===== src/rtl/sad_pkg.sv =====
package sad_pkg;
  localparam int unsigned SAD_SAMPLE_W = 12;
  localparam int unsigned SAD_WIN      = 32;

  typedef struct packed {
    logic vld;
    logic full;
  } sad_tag_t;
endpackage


===== src/rtl/sad_window.sv =====
module sad_window
  import sad_pkg::*;
#(
  parameter int unsigned W     = 12,
  parameter int unsigned WIN   = 32,
  parameter int unsigned CNT_W = $clog2(WIN + 1)
) (
  input  logic                      clk_i,
  input  logic                      rst_ni,
  input  logic                      arm_i,
  input  logic                      vld_i,
  input  logic [W-1:0]              smp_i,
  output logic [WIN-1:0][W-1:0]     win_o,
  output logic [CNT_W-1:0]          fill_o,
  output sad_tag_t                  tag_o
);
  logic [WIN-1:0][W-1:0] win_q;
  logic [CNT_W-1:0]      fill_q, fill_d;
  sad_tag_t              tag_q;

  // count of accepted samples since arm, saturating at WIN
  always_comb begin
    fill_d = fill_q;
    if (arm_i)                                     fill_d = vld_i ? CNT_W'(1) : '0;
    else if (vld_i && (fill_q != CNT_W'(WIN)))     fill_d = fill_q + CNT_W'(1);
  end

  always_ff @(posedge clk_i or negedge rst_ni) begin
    if (!rst_ni) begin
      win_q  <= '0;
      fill_q <= '0;
      tag_q  <= '0;
    end else begin
      if (vld_i) begin
        for (int i = 0; i < WIN - 1; i++) win_q[i] <= win_q[i+1];
        win_q[WIN-1] <= smp_i;
      end
      fill_q    <= fill_d;
      tag_q.vld <= vld_i;
      tag_q.full <= (fill_d == CNT_W'(WIN));
    end
  end

  assign win_o  = win_q;
  assign fill_o = fill_q;
  assign tag_o  = tag_q;
endmodule


===== src/rtl/sad_absdiff.sv =====
module sad_absdiff #(
  parameter int unsigned W     = 12,
  parameter int unsigned WIN   = 32,
  parameter int unsigned IDX_W = $clog2(WIN)
) (
  input  logic                  clk_i,
  input  logic                  rst_ni,
  input  logic                  pat_we_i,
  input  logic [IDX_W-1:0]      pat_idx_i,
  input  logic [W-1:0]          pat_data_i,
  input  logic [WIN-1:0][W-1:0] win_i,
  output logic [WIN-1:0][W-1:0] diff_o
);
  logic [WIN-1:0][W-1:0] pat_q;
  logic [WIN-1:0][W-1:0] diff_q;

  always_ff @(posedge clk_i or negedge rst_ni) begin
    if (!rst_ni) begin
      pat_q  <= '0;
      diff_q <= '0;
    end else begin
      for (int k = 0; k < WIN; k++) begin
        if (pat_we_i && (pat_idx_i == IDX_W'(k))) pat_q[k] <= pat_data_i;
        diff_q[k] <= (win_i[k] >= pat_q[k]) ? (win_i[k] - pat_q[k])
                                            : (pat_q[k] - win_i[k]);
      end
    end
  end

  assign diff_o = diff_q;
endmodule


===== src/rtl/sad_tree.sv =====
module sad_tree #(
  parameter int unsigned IN_W   = 12,
  parameter int unsigned N      = 32,
  parameter int unsigned LEVELS = $clog2(N),
  parameter int unsigned OUT_W  = IN_W + LEVELS
) (
  input  logic                   clk_i,
  input  logic                   rst_ni,
  input  logic [N-1:0][IN_W-1:0] d_i,
  output logic [OUT_W-1:0]       sum_o
);
  // one register stage per level; each level halves the count, widens by 1
  for (genvar l = 0; l <= LEVELS; l++) begin : g_lvl
    localparam int unsigned LW = IN_W + l;
    localparam int unsigned LN = N >> l;
    logic [LN-1:0][LW-1:0] s;
    if (l == 0) begin : g_in
      assign s = d_i;
    end else begin : g_add
      always_ff @(posedge clk_i or negedge rst_ni) begin
        if (!rst_ni) s <= '0;
        else begin
          for (int k = 0; k < LN; k++)
            s[k] <= LW'(g_lvl[l-1].s[2*k]) + LW'(g_lvl[l-1].s[2*k+1]);
        end
      end
    end
  end

  assign sum_o = g_lvl[LEVELS].s[0];
endmodule


===== src/rtl/sad_trigger.sv =====
module sad_trigger
  import sad_pkg::*;
#(
  parameter int unsigned SAMPLE_W = SAD_SAMPLE_W,
  parameter int unsigned WIN      = SAD_WIN,
  localparam int unsigned LVL     = $clog2(WIN),
  localparam int unsigned SUM_W   = SAMPLE_W + LVL,
  localparam int unsigned ADDR_W  = LVL + 1
) (
  input  logic                clk_i,
  input  logic                rst_ni,
  input  logic                arm_i,
  input  logic                smp_vld_i,
  input  logic [SAMPLE_W-1:0] smp_i,
  input  logic                cfg_we_i,
  input  logic [ADDR_W-1:0]   cfg_addr_i,
  input  logic [SUM_W-1:0]    cfg_wdata_i,
  output logic                trig_o
);
  localparam int unsigned CNT_W = $clog2(WIN + 1);
  localparam int unsigned DEPTH = LVL + 1;   // diff stage + tree levels

  logic [WIN-1:0][SAMPLE_W-1:0] win;
  logic [WIN-1:0][SAMPLE_W-1:0] diff;
  logic [CNT_W-1:0]             fill_cnt;
  logic [SUM_W-1:0]             tree_sum;
  logic [SUM_W-1:0]             thr_q;
  sad_tag_t                     tag0;
  sad_tag_t                     tag_q [DEPTH];
  logic                         armed_q, trig_q, fire, last_vld;
  logic                         pat_we, thr_we;

  assign pat_we = cfg_we_i && !cfg_addr_i[ADDR_W-1];
  assign thr_we = cfg_we_i && (cfg_addr_i == ADDR_W'(WIN));

  sad_window #(.W(SAMPLE_W), .WIN(WIN), .CNT_W(CNT_W)) u_win (
    .clk_i  (clk_i),
    .rst_ni (rst_ni),
    .arm_i  (arm_i),
    .vld_i  (smp_vld_i),
    .smp_i  (smp_i),
    .win_o  (win),
    .fill_o (fill_cnt),
    .tag_o  (tag0)
  );

  sad_absdiff #(.W(SAMPLE_W), .WIN(WIN), .IDX_W(LVL)) u_diff (
    .clk_i      (clk_i),
    .rst_ni     (rst_ni),
    .pat_we_i   (pat_we),
    .pat_idx_i  (cfg_addr_i[LVL-1:0]),
    .pat_data_i (cfg_wdata_i[SAMPLE_W-1:0]),
    .win_i      (win),
    .diff_o     (diff)
  );

  sad_tree #(.IN_W(SAMPLE_W), .N(WIN), .LEVELS(LVL), .OUT_W(SUM_W)) u_tree (
    .clk_i  (clk_i),
    .rst_ni (rst_ni),
    .d_i    (diff),
    .sum_o  (tree_sum)
  );

  // tag pipeline tracks the data path; arm flushes everything past the window
  always_ff @(posedge clk_i or negedge rst_ni) begin
    if (!rst_ni) begin
      for (int i = 0; i < DEPTH; i++) tag_q[i] <= '0;
    end else begin
      tag_q[0] <= arm_i ? '0 : tag0;
      for (int i = 1; i < DEPTH; i++) tag_q[i] <= arm_i ? '0 : tag_q[i-1];
    end
  end

  assign last_vld = tag_q[DEPTH-1].vld;
  assign fire     = !arm_i && armed_q && last_vld && tag_q[DEPTH-1].full &&
                    (tree_sum < thr_q);

  always_ff @(posedge clk_i or negedge rst_ni) begin
    if (!rst_ni) begin
      thr_q   <= '0;
      armed_q <= 1'b0;
      trig_q  <= 1'b0;
    end else begin
      if (thr_we) thr_q <= cfg_wdata_i;
      if (arm_i)     armed_q <= 1'b1;
      else if (fire) armed_q <= 1'b0;
      trig_q <= fire;
    end
  end

  assign trig_o = trig_q;
endmodule


===== config.mk =====
export PLATFORM = sky130hd
export DESIGN_NAME = sad_trigger
export DESIGN_NICKNAME = d
export VERILOG_FILES = /design/src/rtl/sad_pkg.sv /design/src/rtl/sad_window.sv /design/src/rtl/sad_absdiff.sv /design/src/rtl/sad_tree.sv /design/src/rtl/sad_trigger.sv
export SDC_FILE = /design/constraint.sdc
export NUM_CORES = 2
export LEC_CHECK = 0
export BUFFER_PORTS_ARGS = -buffer_cell sky130_fd_sc_hd__buf_2
export CAP_MARGIN = 5
export CELL_PAD_IN_SITES_DETAIL_PLACEMENT = 0
export CELL_PAD_IN_SITES_GLOBAL_PLACEMENT = 2
export CORE_ASPECT_RATIO = 1.1
export CORE_MARGIN = 5
export CORE_UTILIZATION = 46
export CTS_BUF_LIST = sky130_fd_sc_hd__clkbuf_4 sky130_fd_sc_hd__clkbuf_8 sky130_fd_sc_hd__clkbuf_16
export DETAILED_ROUTE_END_ITERATION = 12
export GPL_ROUTABILITY_DRIVEN = 0
export PLACE_DENSITY = 0.93
export SYNTH_ARGS = -nofsm -noshare
export SYNTH_HDL_FRONTEND = slang
export SYNTH_SLANG_ARGS = --single-unit

===== constraint.sdc =====
create_clock -name clk_i -period 7.05 [get_ports clk_i]
set_input_delay 1.0575 -clock clk_i [delete_from_list [all_inputs] [get_ports clk_i]]
set_output_delay 1.0575 -clock clk_i [all_outputs]
set_load 0.05 [all_outputs]

==> flow_metrics.py <==
metrics = {
    "cts": {
        "cts_buffers": 179,
        "cts_max_path_buffers": 3,
        "post_cts_buffers": 0,
        "postCtsResizedCells": 0,
        "clkSinkCount": 1620,
        "cts_hold_buffers": 0,
        "clk_latency_ns": 0.83,
        "cts_tree": "built",
        "ctsHtreeMaxLevel": 4,
        "clk_root_buffer_cell": "clkbuf_16",
        "clkTransAtPathRegs_ns": 0.06,
    },
    "synthesis": {
        "ys_seq_area_share_pct": 41.6,
        "syn_inst": 9818,
        "synth_flop_cell": "dfrtp_1",
        "synth_top_area_cell": "dfrtp_1",
        "netlist_area_um2": 97500,
        "synth_nets": 11105,
        "ys_async_sr_fraction_pct": 100,
        "ys_ff_latch": 1620,
        "yosysWarnings": 0,
        "synthTopCellsByCount": "dfrtp_1, ha_1, inv_1",
        "synth_top_cell_area_share_pct": 41.6,
        "avgSynthCellArea_um2": 9.93,
        "synth.distinct_cells": 92,
        "synthTopCellsByArea": "dfrtp_1, ha_1, o21ai_0, inv_1, nand2_1",
        "yosysMostFrequentCell": "dfrtp_1",
        "synth_edf_count": 0,
    },
    "run_status": {
        "status": "finished clean",
    },
    "setup_path": {
        "cp.arrival_ns": 4.13,
        "cp-start-kind": "register",
        "path_buf_inv": 1,
        "crit_family": "compound AO/OA/AOI/OAI gates",
        "crit_fanout": 17,
        "cp_slowest_cell": "o41ai_4",
        "crit_path_frequent_cell": "o21ai_1",
        "path_cells": "inv_1 > ha_1 > fa_1 > and2b_1 > o21ai_1 > a31oi_1 > nor4_2 > o41ai_4 > a311oi_1 > a211o_1 > o21ai_1",
        "cp.required_ns": 7.79,
        "critPathKind": "register to register",
        "r2r_start": "u_win.win_o[312]",
        "crit_path_max_incr_delay_ns": 1.04,
        "critPathLaunch": "u_win.win_o[312]",
        "cp-end-kind": "register",
    },
    "drt": {
        "vias_per_cell": 5.44,
        "drtIter0Drc": 4621,
        "drc": 0,
        "wl_per_cell_um": 19.2,
        "totalWireLength_um": 244000,
        "dr.pass1.iters": 6,
        "ant_nets": 0,
        "vias": 69248,
    },
    "timing": {
        "rsz0062_at_grt": "false",
        "timing.final.crit_period_ns": 3.39,
        "fmax_mhz": 295,
        "timing.final.crit_share_pct": 48.1,
        "setup_tns_ns": 0,
        "slew_violations": 0,
        "worstMarginPinSlew_ns": 1.17,
        "setup_violations": 0,
        "skew_ns": 0.0347,
        "fin_ws_ns": 3.66,
        "hold_violations": 0,
        "slew-limit-headroom_pct": 21.3,
    },
    "grt": {
        "antenna_found_initial": 20,
        "grt_pass1_wl_um": 389000,
        "grt-ovfl-total": 0,
        "grt_pass1_vias": 70414,
        "grt_max_degree": 172,
        "grt.total_usage_pct": 21.8,
    },
    "die": {
        "ios": 41,
        "rows": 177,
        "dieArea_um2": 221000,
        "die_x_um": 449,
        "die_h_um": 493,
        "core_area_um2": 211000,
        "start_util_pct": 46.1,
    },
    "pwr": {
        "power_frac_comb_pct": 49.9,
        "p_sw_uw": 20400,
        "peakVddDrop_uv": 220,
        "p_seq_share_pct": 29.3,
        "clkPwrFrac_pct": 20.8,
        "p_per_area_nw_per_um2": 474,
        "switching_share_pct": 40.1,
        "power_leakage_uw": 0.0503,
        "power.internal_uw": 30500,
    },
    "final_layout": {
        "fillCellCount": 19077,
        "nNetsFinal": 11079,
        "area_growth_pct": 10.1,
        "layout-drive-gt1-share_pct": 7.92,
    },
    "worst_hold_path": {
        "min_path_type": "primary input to asynchronous set/reset pin",
    },
    "job": {
        "maxCapViolCount": 0,
    },
    "placement": {
        "dpl.hpwl_um": 177000,
        "preCtsSetupSlack_ns": 3.14,
        "port_buffers": 40,
    },
}
-- power groups by stage --
stage | logic, uW | registers, uW | clock network [uW]
2_1_floorplan | 19500 | 14100 | 0
3_3_place_gp | 24700 | 15000 | 0
3_5_place_dp | 25100 | 15100 | 0
4_1_cts | 25400 | 14900 | 10800
5_1_grt | 28300 | 15200 | 11200
6_report | 25400 | 14900 | 10600
-- per-stage QoR --
step           cells  util [%]  cell area (um2)  hold slack, ns  power, uW
6_report       12723      50.8           107000           0.247      50900
5_1_grt        12719      50.8           107000           0.278      54700
4_1_cts        12716      50.8           107000           0.265      51200
3_5_place_dp   12385      47.6           101000           0.450      40200
3_3_place_gp   12384      47.6           101000           0.443      39700
2_1_floorplan   9818         -            97500           0.439      33500
-- path summary, 6_finish.rpt --
check | slack [ns] | to | cells after the start
worst max-delay path | 3.66 | u_diff.diff_o[323] | 11
worst max register to register | 3.66 | u_diff.diff_o[323] | 11
worst min-delay path | 0.25 | u_win.win_o[151] | 1
max in group asynchronous | 4.94 | u_win.win_o[285] | 3
worst min register to register | 0.46 | tag_q[5] | 1
min in group clk_i | 0.46 | tag_q[5] | 1
-- state kept, by name (all words and copies together), names as in the netlist --
signal,flops
u_win.fill_o,6
u_win.tag_o,2
u_diff.pat_q,384
thr_q,17
u_tree.g_lvl.s,412
armed_q,1
u_win.win_o,384
trig_o,1
u_tree.sum_o,17
u_diff.diff_o,384
last_vld,1
tag_q,11
-- routing by layer --
metal / vias up / global-route usage [%] / part of all wire [%]
met5: - / 0 / 0.0053
met4: 2 / 6.29 / 2.7
met3: 334 / 2.58 / 4.0
met2: 1301 / 36.7 / 47
met1: 33961 / 29.9 / 46
li1: 33650 / - / -
-- worst reg2reg max path, cell delays in order (launching register included) --
cell	delay, ns
dfrtp_1	0.39
inv_1	0.07
ha_1	0.21
fa_1	0.41
and2b_1	0.21
o21ai_1	0.09
a31oi_1	0.25
nor4_2	0.09
o41ai_4	1.04
a311oi_1	0.14
a211o_1	0.32
o21ai_1	0.08
-- area by class of cell --
class / count / area [um2] / area share [%]
Multi-Input combinational cell: 6940 / 52100 / 48.5
Clock buffer: 226 / 5130 / 4.78
Inverter: 942 / 3540 / 3.29
Antenna cell: 7 / 17.5 / 0.0163
Timing Repair Buffer: 109 / 918 / 0.855
Sequential cell: 1620 / 40500 / 37.8
Clock inverter: 105 / 1640 / 1.53
Tap cell: 2774 / 3470 / 3.23
-- logic make-up after synthesis --
logic type               share of synthesized area, %
AND/OR/NAND/NOR                                  10.2
buffers and inverters                            5.02
multiplexers                                     5.40
adder cells (fa/ha/maj)                          16.7
XOR/XNOR                                         5.83
AO/OA/AOI/OAI                                    15.3
flip-flops                                       41.6
-- placed cells by master, fill, tap and decap left out, drive strengths merged, types with 39 or more instances in the layout --
| cell | count |
|---|---|
| a211oi | 55 |
| a21o | 243 |
| a21oi | 607 |
| a31oi | 122 |
| a41oi | 42 |
| and2 | 41 |
| buf | 109 |
| clkbuf | 226 |
| clkinv | 44 |
| dfrtp | 1620 |
| fa | 95 |
| ha | 1152 |
| inv | 951 |
| mux2 | 241 |
| mux2i | 253 |
| nand2 | 898 |
| nand2b | 103 |
| nand3 | 84 |
| nor2 | 364 |
| nor2b | 238 |
| nor3 | 211 |
| o211ai | 44 |
| o21a | 63 |
| o21ai | 913 |
| o21bai | 43 |
| o41ai | 39 |
| or3 | 39 |
| xnor2 | 382 |
| xor2 | 267 |
Note: power is estimated with default switching activity, not from simulation.
